**config.mk**
```make
export PLATFORM = sky130hd
export DESIGN_NAME = ser_aud_rx
export DESIGN_NICKNAME = d
export VERILOG_FILES = /design/src/rtl/sarx_pkg.sv /design/src/rtl/sarx_sync.sv /design/src/rtl/sarx_sampler.sv /design/src/rtl/sarx_capture.sv /design/src/rtl/sarx_fsm.sv /design/src/rtl/ser_aud_rx.sv
export SDC_FILE = /design/constraint.sdc
export NUM_CORES = 1
export LEC_CHECK = 0
export CORE_ASPECT_RATIO = 0.9
export CORE_MARGIN = 2
export CORE_UTILIZATION = 57
export DETAILED_ROUTE_END_ITERATION = 6
export DONT_BUFFER_PORTS = 1
export HOLD_SLACK_MARGIN = 0.1
export PLACE_DENSITY = 0.79
export SYNTH_ARGS = -nofsm -noshare
export SYNTH_HDL_FRONTEND = slang
export SYNTH_SLANG_ARGS = --single-unit
```
**constraint.sdc**
```tcl
create_clock -name clk -period 2.8 [get_ports clk]
set_input_delay 0.14 -clock clk [delete_from_list [all_inputs] [get_ports clk]]
set_output_delay 0.14 -clock clk [all_outputs]
set_load 0.1 [all_outputs]
```
**src/rtl/sarx_pkg.sv**
```systemverilog
package sarx_pkg;

    typedef enum logic [1:0] {
        ST_IDLE,
        ST_HUNT,
        ST_LEFT,
        ST_RIGHT
    } sarx_state_e;

    localparam logic [1:0] RES_CODE_24 = 2'b00;
    localparam logic [1:0] RES_CODE_20 = 2'b01;
    localparam logic [1:0] RES_CODE_16 = 2'b10;

    // Significant bits for a right-justified resolution code; the reserved code maps to 24.
    function automatic int unsigned res_bits(input logic [1:0] code);
        case (code)
            RES_CODE_20: return 20;
            RES_CODE_16: return 16;
            default:     return 24;
        endcase
    endfunction

endpackage

```
**src/rtl/sarx_sync.sv**
```systemverilog
module sarx_sync #(
    parameter int WIDTH  = 3,
    parameter int STAGES = 2
) (
    input  logic             clk,
    input  logic             rst_n,
    input  logic [WIDTH-1:0] async_i,
    output logic [WIDTH-1:0] sync_o
);

    logic [WIDTH-1:0] stage_q [STAGES];

    always_ff @(posedge clk or negedge rst_n) begin
        if (!rst_n) begin
            stage_q[0] <= '0;
        end else begin
            stage_q[0] <= async_i;
        end
    end

    for (genvar s = 1; s < STAGES; s++) begin : g_stage
        always_ff @(posedge clk or negedge rst_n) begin
            if (!rst_n) begin
                stage_q[s] <= '0;
            end else begin
                stage_q[s] <= stage_q[s-1];
            end
        end
    end

    assign sync_o = stage_q[STAGES-1];

endmodule

```
**src/rtl/sarx_sampler.sv**
```systemverilog
module sarx_sampler (
    input  logic clk,
    input  logic rst_n,
    input  logic bclk_s,
    input  logic lrck_s,
    input  logic sdata_s,
    input  logic cfg_fall_edge,
    input  logic cfg_lr_inv,
    output logic stb_o,
    output logic bit_o,
    output logic right_o
);

    logic bclk_prev_q;
    logic edge_hit;
    logic is_right;

    // Pick the configured bit-clock edge.
    assign edge_hit = cfg_fall_edge ? (bclk_prev_q & ~bclk_s) : (~bclk_prev_q & bclk_s);
    // Polarity 0: a high frame clock is left, so right means low.
    assign is_right = lrck_s ^ ~cfg_lr_inv;

    always_ff @(posedge clk or negedge rst_n) begin
        if (!rst_n) begin
            bclk_prev_q <= 1'b0;
            stb_o       <= 1'b0;
            bit_o       <= 1'b0;
            right_o     <= 1'b0;
        end else begin
            bclk_prev_q <= bclk_s;
            stb_o       <= edge_hit;
            if (edge_hit) begin
                bit_o   <= sdata_s;
                right_o <= is_right;
            end
        end
    end

    // one strobe per selected edge, never on two adjacent cycles
    a_r6_strobe_isolated: assert property (@(posedge clk) disable iff (!rst_n)
        stb_o |=> !stb_o);

endmodule

```
**src/rtl/sarx_capture.sv**
```systemverilog
module sarx_capture #(
    parameter int SAMPLE_W      = 24,
    parameter int FRAME_BCLK_LO = 64,
    parameter int FRAME_BCLK_HI = 128
) (
    input  logic                clk,
    input  logic                rst_n,
    input  logic                stb_i,
    input  logic                bit_i,
    input  logic                right_i,
    input  logic                cfg_rjust,
    input  logic                cfg_delay,
    input  logic [1:0]          cfg_res,
    input  logic                cfg_bpf128,
    output logic                bnd_o,
    output logic                bnd_right_o,
    output logic [SAMPLE_W-1:0] word_o
);

    localparam int IDX_W = $clog2(FRAME_BCLK_HI);
    localparam int LIM_W = IDX_W + 1;
    localparam int CAP_W = $clog2(SAMPLE_W + 1);

    logic                seen_q;
    logic                prev_right_q;
    logic [IDX_W-1:0]    idx_q;
    logic [SAMPLE_W-1:0] shreg_q;
    logic [CAP_W-1:0]    cap_q;

    logic                boundary;
    logic [IDX_W-1:0]    idx_now;
    logic [CAP_W-1:0]    cap_now;
    logic [LIM_W-1:0]    half_len;
    logic [LIM_W-1:0]    nbits;
    logic [LIM_W-1:0]    win_lo;
    logic [LIM_W-1:0]    win_hi;
    logic                in_win;
    logic [CAP_W-1:0]    shamt;
    logic [SAMPLE_W-1:0] aligned;

    assign boundary = stb_i & seen_q & (right_i != prev_right_q);
    assign idx_now  = boundary ? '0 : idx_q;
    assign cap_now  = boundary ? '0 : cap_q;

    assign half_len = cfg_bpf128 ? LIM_W'(FRAME_BCLK_HI / 2) : LIM_W'(FRAME_BCLK_LO / 2);
    assign nbits    = cfg_rjust ? LIM_W'(sarx_pkg::res_bits(cfg_res)) : LIM_W'(SAMPLE_W);

    // Window of bit indices that carry the sample in this half-frame.
    always_comb begin
        if (cfg_rjust) begin
            win_lo = half_len - nbits;
            win_hi = half_len;
        end else begin
            win_lo = {{(LIM_W-1){1'b0}}, cfg_delay};
            win_hi = {{(LIM_W-1){1'b0}}, cfg_delay} + LIM_W'(SAMPLE_W);
        end
    end

    assign in_win = ({1'b0, idx_now} >= win_lo) && ({1'b0, idx_now} < win_hi)
                  && (cap_now < CAP_W'(SAMPLE_W));

    assign shamt   = CAP_W'(SAMPLE_W) - cap_q;
    assign aligned = shreg_q << shamt;

    always_ff @(posedge clk or negedge rst_n) begin
        if (!rst_n) begin
            seen_q       <= 1'b0;
            prev_right_q <= 1'b0;
            idx_q        <= '0;
            shreg_q      <= '0;
            cap_q        <= '0;
            bnd_o        <= 1'b0;
            bnd_right_o  <= 1'b0;
            word_o       <= '0;
        end else begin
            bnd_o <= 1'b0;
            if (stb_i) begin
                seen_q       <= 1'b1;
                prev_right_q <= right_i;
                if (idx_now != {IDX_W{1'b1}}) begin
                    idx_q <= idx_now + 1'b1;
                end
                if (boundary) begin
                    bnd_o       <= 1'b1;
                    bnd_right_o <= right_i;
                    word_o      <= aligned;
                    shreg_q     <= in_win ? {{(SAMPLE_W-1){1'b0}}, bit_i} : '0;
                    cap_q       <= in_win ? CAP_W'(1) : '0;
                end else if (in_win) begin
                    shreg_q <= {shreg_q[SAMPLE_W-2:0], bit_i};
                    cap_q   <= cap_q + 1'b1;
                end
            end
        end
    end

    // never more significant bits collected than the word holds
    a_r5_cap_limit: assert property (@(posedge clk) disable iff (!rst_n)
        cap_q <= CAP_W'(SAMPLE_W));

    // a half-frame boundary is only reported after a sampling strobe
    a_r2_bnd_needs_strobe: assert property (@(posedge clk) disable iff (!rst_n)
        bnd_o |-> $past(stb_i));

endmodule

```
**src/rtl/sarx_fsm.sv**
```systemverilog
module sarx_fsm #(
    parameter int SAMPLE_W = 24
) (
    input  logic                clk,
    input  logic                rst_n,
    input  logic                stb_i,
    input  logic                bnd_i,
    input  logic                bnd_right_i,
    input  logic [SAMPLE_W-1:0] word_i,
    output logic [SAMPLE_W-1:0] left_o,
    output logic [SAMPLE_W-1:0] right_o,
    output logic                valid_o
);

    import sarx_pkg::*;

    sarx_state_e         state_q;
    sarx_state_e         state_d;
    logic [SAMPLE_W-1:0] left_hold_q;
    logic                t_left_done;
    logic                t_frame_done;

    always_comb begin
        state_d      = state_q;
        t_left_done  = 1'b0;
        t_frame_done = 1'b0;
        unique case (state_q)
            ST_IDLE: begin
                if (stb_i) state_d = ST_HUNT;             // T_FIRST_EDGE
            end
            ST_HUNT: begin
                if (bnd_i && !bnd_right_i) state_d = ST_LEFT;   // T_LOCK
            end
            ST_LEFT: begin
                if (bnd_i && bnd_right_i) begin           // T_LEFT_DONE
                    state_d     = ST_RIGHT;
                    t_left_done = 1'b1;
                end
            end
            ST_RIGHT: begin
                if (bnd_i && !bnd_right_i) begin          // T_FRAME_DONE
                    state_d      = ST_LEFT;
                    t_frame_done = 1'b1;
                end
            end
        endcase
    end

    always_ff @(posedge clk or negedge rst_n) begin
        if (!rst_n) begin
            state_q <= ST_IDLE;
        end else begin
            state_q <= state_d;
        end
    end

    always_ff @(posedge clk or negedge rst_n) begin
        if (!rst_n) begin
            left_hold_q <= '0;
            left_o      <= '0;
            right_o     <= '0;
            valid_o     <= 1'b0;
        end else begin
            valid_o <= t_frame_done;
            if (t_left_done) begin
                left_hold_q <= word_i;
            end
            if (t_frame_done) begin
                left_o  <= left_hold_q;
                right_o <= word_i;
            end
        end
    end

    // strobe lasts exactly one cycle
    a_r9_valid_single: assert property (@(posedge clk) disable iff (!rst_n)
        valid_o |=> !valid_o);

    // a strobe only ever follows a completed right half-frame
    a_r10_valid_after_right: assert property (@(posedge clk) disable iff (!rst_n)
        valid_o |-> ($past(state_q) == ST_RIGHT));

    // output words move only together with the strobe
    a_r9_left_hold: assert property (@(posedge clk) disable iff (!rst_n)
        !$stable(left_o) |-> valid_o);

    a_r9_right_hold: assert property (@(posedge clk) disable iff (!rst_n)
        !$stable(right_o) |-> valid_o);

endmodule

```
**src/rtl/ser_aud_rx.sv**
```systemverilog
module ser_aud_rx #(
    parameter int SAMPLE_W      = 24,
    parameter int SYNC_STAGES   = 2,
    parameter int FRAME_BCLK_LO = 64,
    parameter int FRAME_BCLK_HI = 128
) (
    input  logic                clk,
    input  logic                rst_n,
    input  logic                bclk_i,
    input  logic                lrck_i,
    input  logic                sdata_i,
    input  logic                cfg_rjust,
    input  logic                cfg_delay,
    input  logic                cfg_fall_edge,
    input  logic                cfg_lr_inv,
    input  logic [1:0]          cfg_res,
    input  logic                cfg_bpf128,
    output logic [SAMPLE_W-1:0] left_o,
    output logic [SAMPLE_W-1:0] right_o,
    output logic                valid_o
);

    localparam int N_SYNC = 3;

    logic [N_SYNC-1:0]   pins_s;
    logic                stb;
    logic                bit_v;
    logic                right_v;
    logic                bnd;
    logic                bnd_right;
    logic [SAMPLE_W-1:0] word;

    sarx_sync #(
        .WIDTH  (N_SYNC),
        .STAGES (SYNC_STAGES)
    ) u_sync (
        .clk     (clk),
        .rst_n   (rst_n),
        .async_i ({sdata_i, lrck_i, bclk_i}),
        .sync_o  (pins_s)
    );

    sarx_sampler u_sampler (
        .clk           (clk),
        .rst_n         (rst_n),
        .bclk_s        (pins_s[0]),
        .lrck_s        (pins_s[1]),
        .sdata_s       (pins_s[2]),
        .cfg_fall_edge (cfg_fall_edge),
        .cfg_lr_inv    (cfg_lr_inv),
        .stb_o         (stb),
        .bit_o         (bit_v),
        .right_o       (right_v)
    );

    sarx_capture #(
        .SAMPLE_W      (SAMPLE_W),
        .FRAME_BCLK_LO (FRAME_BCLK_LO),
        .FRAME_BCLK_HI (FRAME_BCLK_HI)
    ) u_capture (
        .clk         (clk),
        .rst_n       (rst_n),
        .stb_i       (stb),
        .bit_i       (bit_v),
        .right_i     (right_v),
        .cfg_rjust   (cfg_rjust),
        .cfg_delay   (cfg_delay),
        .cfg_res     (cfg_res),
        .cfg_bpf128  (cfg_bpf128),
        .bnd_o       (bnd),
        .bnd_right_o (bnd_right),
        .word_o      (word)
    );

    sarx_fsm #(
        .SAMPLE_W (SAMPLE_W)
    ) u_fsm (
        .clk         (clk),
        .rst_n       (rst_n),
        .stb_i       (stb),
        .bnd_i       (bnd),
        .bnd_right_i (bnd_right),
        .word_i      (word),
        .left_o      (left_o),
        .right_o     (right_o),
        .valid_o     (valid_o)
    );

endmodule

```
==> results.json <==
{
  "nets": 735,
  "final_area_sq_um": 8150,
  "combPwrFrac_pct": 27.2,
  "synth_area_sq_um": 7210,
  "finalHoldViolCount": 149,
  "cts_buffer_depth": 2,
  "synth_nets": 732,
  "vias": 5366,
  "grt_pass1_vias": 5235,
  "p_per_area_nw_per_um2": 1020,
  "yosys.area_share.simple_pct": 16.6,
  "r2r_start": "u_capture.prev_right_q$_DFFE_PN0P_",
  "seqPwrFrac_pct": 43.8,
  "ant_nets": 0,
  "wl_um": 15200,
  "ys.flop_type": "dfrtp_1",
  "dpl.hpwl_um": 10000,
  "whs_ps": -593,
  "p_leak_nw": 3.83,
  "endpoint": "u_capture.cap_q[3]$_DFFE_PN0P_",
  "start_util_pct": 59.0,
  "violations": "negative hold slack",
  "clkPwrFrac_pct": 29.0,
  "rows": 38,
  "rr_worst_depth": 10,
  "routedWlPerCell_um": 17.3,
  "die_h_um": 111,
  "cp.arrival_ps": 2940,
  "port_buffers": 0,
  "rsz0062_at_grt": "false",
  "avgViaCountPerCell": 6.08,
  "r2r_slack_ps": 140,
  "synthMuxAreaShare_pct": 13.3,
  "path_max_fanout": 26,
  "antenna_found_initial": 0,
  "synth_edf_count": 0,
  "setup_tns_ps": 0,
  "r2r-end": "u_capture.cap_q[3]$_DFFE_PN0P_",
  "irDropWorstVdd_mv": 0.465,
  "post-route-period-util_pct": 94.9,
  "switchingPower_mw": 3.43,
  "cts.sinks": 149,
  "drc": 0,
  "clk_latency_ps": 420,
  "timing.fmax_ghz": 0.376,
  "io_pins": 61,
  "synthAdderAreaFrac_pct": 2.43,
  "antennaDiodeCount": 0,
  "synth_seq_area_share_pct": 51.7,
  "cap_viol_max_count": 0,
  "fin_ws_ps": 143,
  "die-area_sq_um": 13600,
  "finClkSkew_ps": 9.00,
  "synth_top_area_share_pct": 51.7,
  "synth_area_leaders": "dfrtp_1 (52%), nand2_1 (10%), mux4_2 (7.5%)",
  "intPower_mw": 4.89,
  "postCtsSetupBuffers": 0,
  "grt_max_degree": 150,
  "yosysMostFrequentCell": "nand2_1",
  "timing.final.max_slew_violations": 0,
  "first_pass_iters": 5,
  "synthTopCellsByCount": "nand2_1 (193), dfrtp_1 (149), o21ai_0 (45), nand3_1 (36), a21oi_1 (35)",
  "ys_types": 55,
  "syn2layout_area_growth_pct": 13.0,
  "worst-slew-pin-transition_ps": 942,
  "fin_util_pct": 66.7,
  "cts_hold_buffers": 5,
  "drt_iter0_drc": 527,
  "synth_xor_area_share_pct": 0.850,
  "synth_top_family_by_area": "simple AND/OR/NAND/NOR gates",
  "crit_start": "u_capture.prev_right_q$_DFFE_PN0P_",
  "clkTransAtPathRegs_ps": 60,
  "hp-class": "in2async",
  "status": "finished, violations left",
  "gp_congestion": 0.978,
  "cts_buffers": 17,
  "coreArea_sq_um": 12200,
  "p_total_mw": 8.31,
  "h-tree-depth": 4,
  "syn-mean-instance-area_sq_um": 10.2,
  "setup_viol": 0,
  "ys_warn_count": 0,
  "cts_tree": "yes",
  "fin_crit_ps": 2660,
  "yosysTopAreaCell": "dfrtp_1",
  "netlist_instances": 706,
  "ys_ff_latch": 149,
  "relSlewSlack_pct": 37.2,
  "startpoint_type": "flip-flop",
  "p_sw_share_pct": 41.2,
  "synth_compound_area_share_pct": 11.9,
  "grt_remaining_overflow": 0,
  "grtUsageTotal_pct": 24.3,
  "pre_cts_ws_ps": 87.7,
  "async_reset_ff_share_pct": 100,
  "die_w_um": 123,
  "grt_pass1_wl_um": 26200,
  "drive_gt1_share_pct": 17.3,
  "dpl-instance-area_sq_um": 7470,
  "cts_root_buffer": "clkbuf_16",
  "worst-setup-path-type": "reg2reg",
  "cp.required_ps": 3080,
  "end_kind": "flip-flop"
}
==> timing repair <==
| action | in CTS | in global routing |
|---|---|---|
| hold endpoints to repair | 154 | 149 |
| gates resized for setup | 0 | 1 |
| setup endpoints to repair | 0 | 22 |
==> metrics by stage <==
step,std cells,hold WS [ps]
finish,882,-593
global route,882,-620
CTS,882,-610
detailed placement,845,-153
global placement,845,-150
floorplan,706,-156
==> metal layers <==
| metal | GRT usage, % | wire length [um] |
|---|---|---|
| met4 | 7.97 | 179 |
| met3 | 6.64 | 1120 |
| met1 | 34.7 | 6680 |
| met5 | 0 | 0 |
| met2 | 36.2 | 7260 |
==> cells by family (layout without fill, tap and decap cells) <==
family | Yosys count | in the layout
adder cells (fa/ha/maj) | 14 | 14
XOR/XNOR | 7 | 7
AO/OA/AOI/OAI | 135 | 135
flip-flops | 149 | 149
multiplexers | 62 | 62
AND/OR/NAND/NOR | 284 | 284
buffers and inverters | 55 | 71
==> final cells by class <==
| type | count | area, sq um |
|---|---|---|
| clock inverters | 11 | 159 |
| multi-input cells | 502 | 3320 |
| flip-flops and latches | 149 | 3730 |
| clock buffers | 21 | 470 |
| repair buffers | 28 | 235 |
| well taps | 160 | 200 |
| fillers | 918 | 4070 |
| inverters | 11 | 41.3 |
==> state kept, by name (all words and copies together) (netlist names), 2 cells and up <==
register / flops
u_fsm.state_q: 2
u_capture.cap_q: 5
u_fsm.right_o: 24
u_capture.shreg_q: 24
u_sync.sync_o: 3
u_capture.word_o: 24
u_fsm.left_o: 24
u_fsm.left_hold_q: 24
u_sync.stage_q: 3
u_capture.idx_q: 7
==> worst max-delay path, cell delays in order (launching register included) <==
cell and delay [ps]:
dfrtp_1 400, xnor2_2 150, or2_4 290, and2_4 170
ha_2 180, or4b_1 520, o21ai_2 120, o2bb2ai_4 100
buf_4 210, o31ai_1 260, a21oi_1 100
==> worst min path at each step <==
stage	cells after the start	from	slack, ps	end
after floorplan	0	rst_n	-160	u_capture.bnd_o$_DFF_PN0_
after CTS	0	rst_n	-610	u_fsm.left_o[18]$_DFFE_PN0P_
after global routing	0	rst_n	-620	u_fsm.left_o[18]$_DFFE_PN0P_
final	0	rst_n	-590	u_fsm.state_q[1]$_DFFE_PN0P_
after global placement	0	rst_n	-150	u_fsm.left_o[18]$_DFFE_PN0P_
after detailed placement	0	rst_n	-150	u_fsm.left_o[18]$_DFFE_PN0P_
==> power by group through the flow <==
stage	Sequential (mW)	Combinational (mW)	Clock, mW
after floorplan	3.55	1.83	0
after detailed placement	3.67	2.23	0
final	3.64	2.26	2.41
after CTS	3.64	2.25	2.45
after global routing	3.69	2.49	2.57
after global placement	3.64	2.14	0
==> layout by cell type (no fill, tap or decap), types with 5 or more instances in the layout <==
cell,n
a21oi_1,35
a31oi_1,5
a32o_1,6
buf_4,22
clkbuf_16,17
dfrtp_1,149
dlygate4sd3_1,5
ha_1,12
inv_1,10
inv_6,7
mux2_2,32
mux2i_1,6
mux4_2,24
nand2_1,193
nand3_1,35
nor2_1,23
nor3_1,5
o21a_1,6
o21ai_0,44
o31ai_1,5
Note: power is estimated with default switching activity, not from simulation.
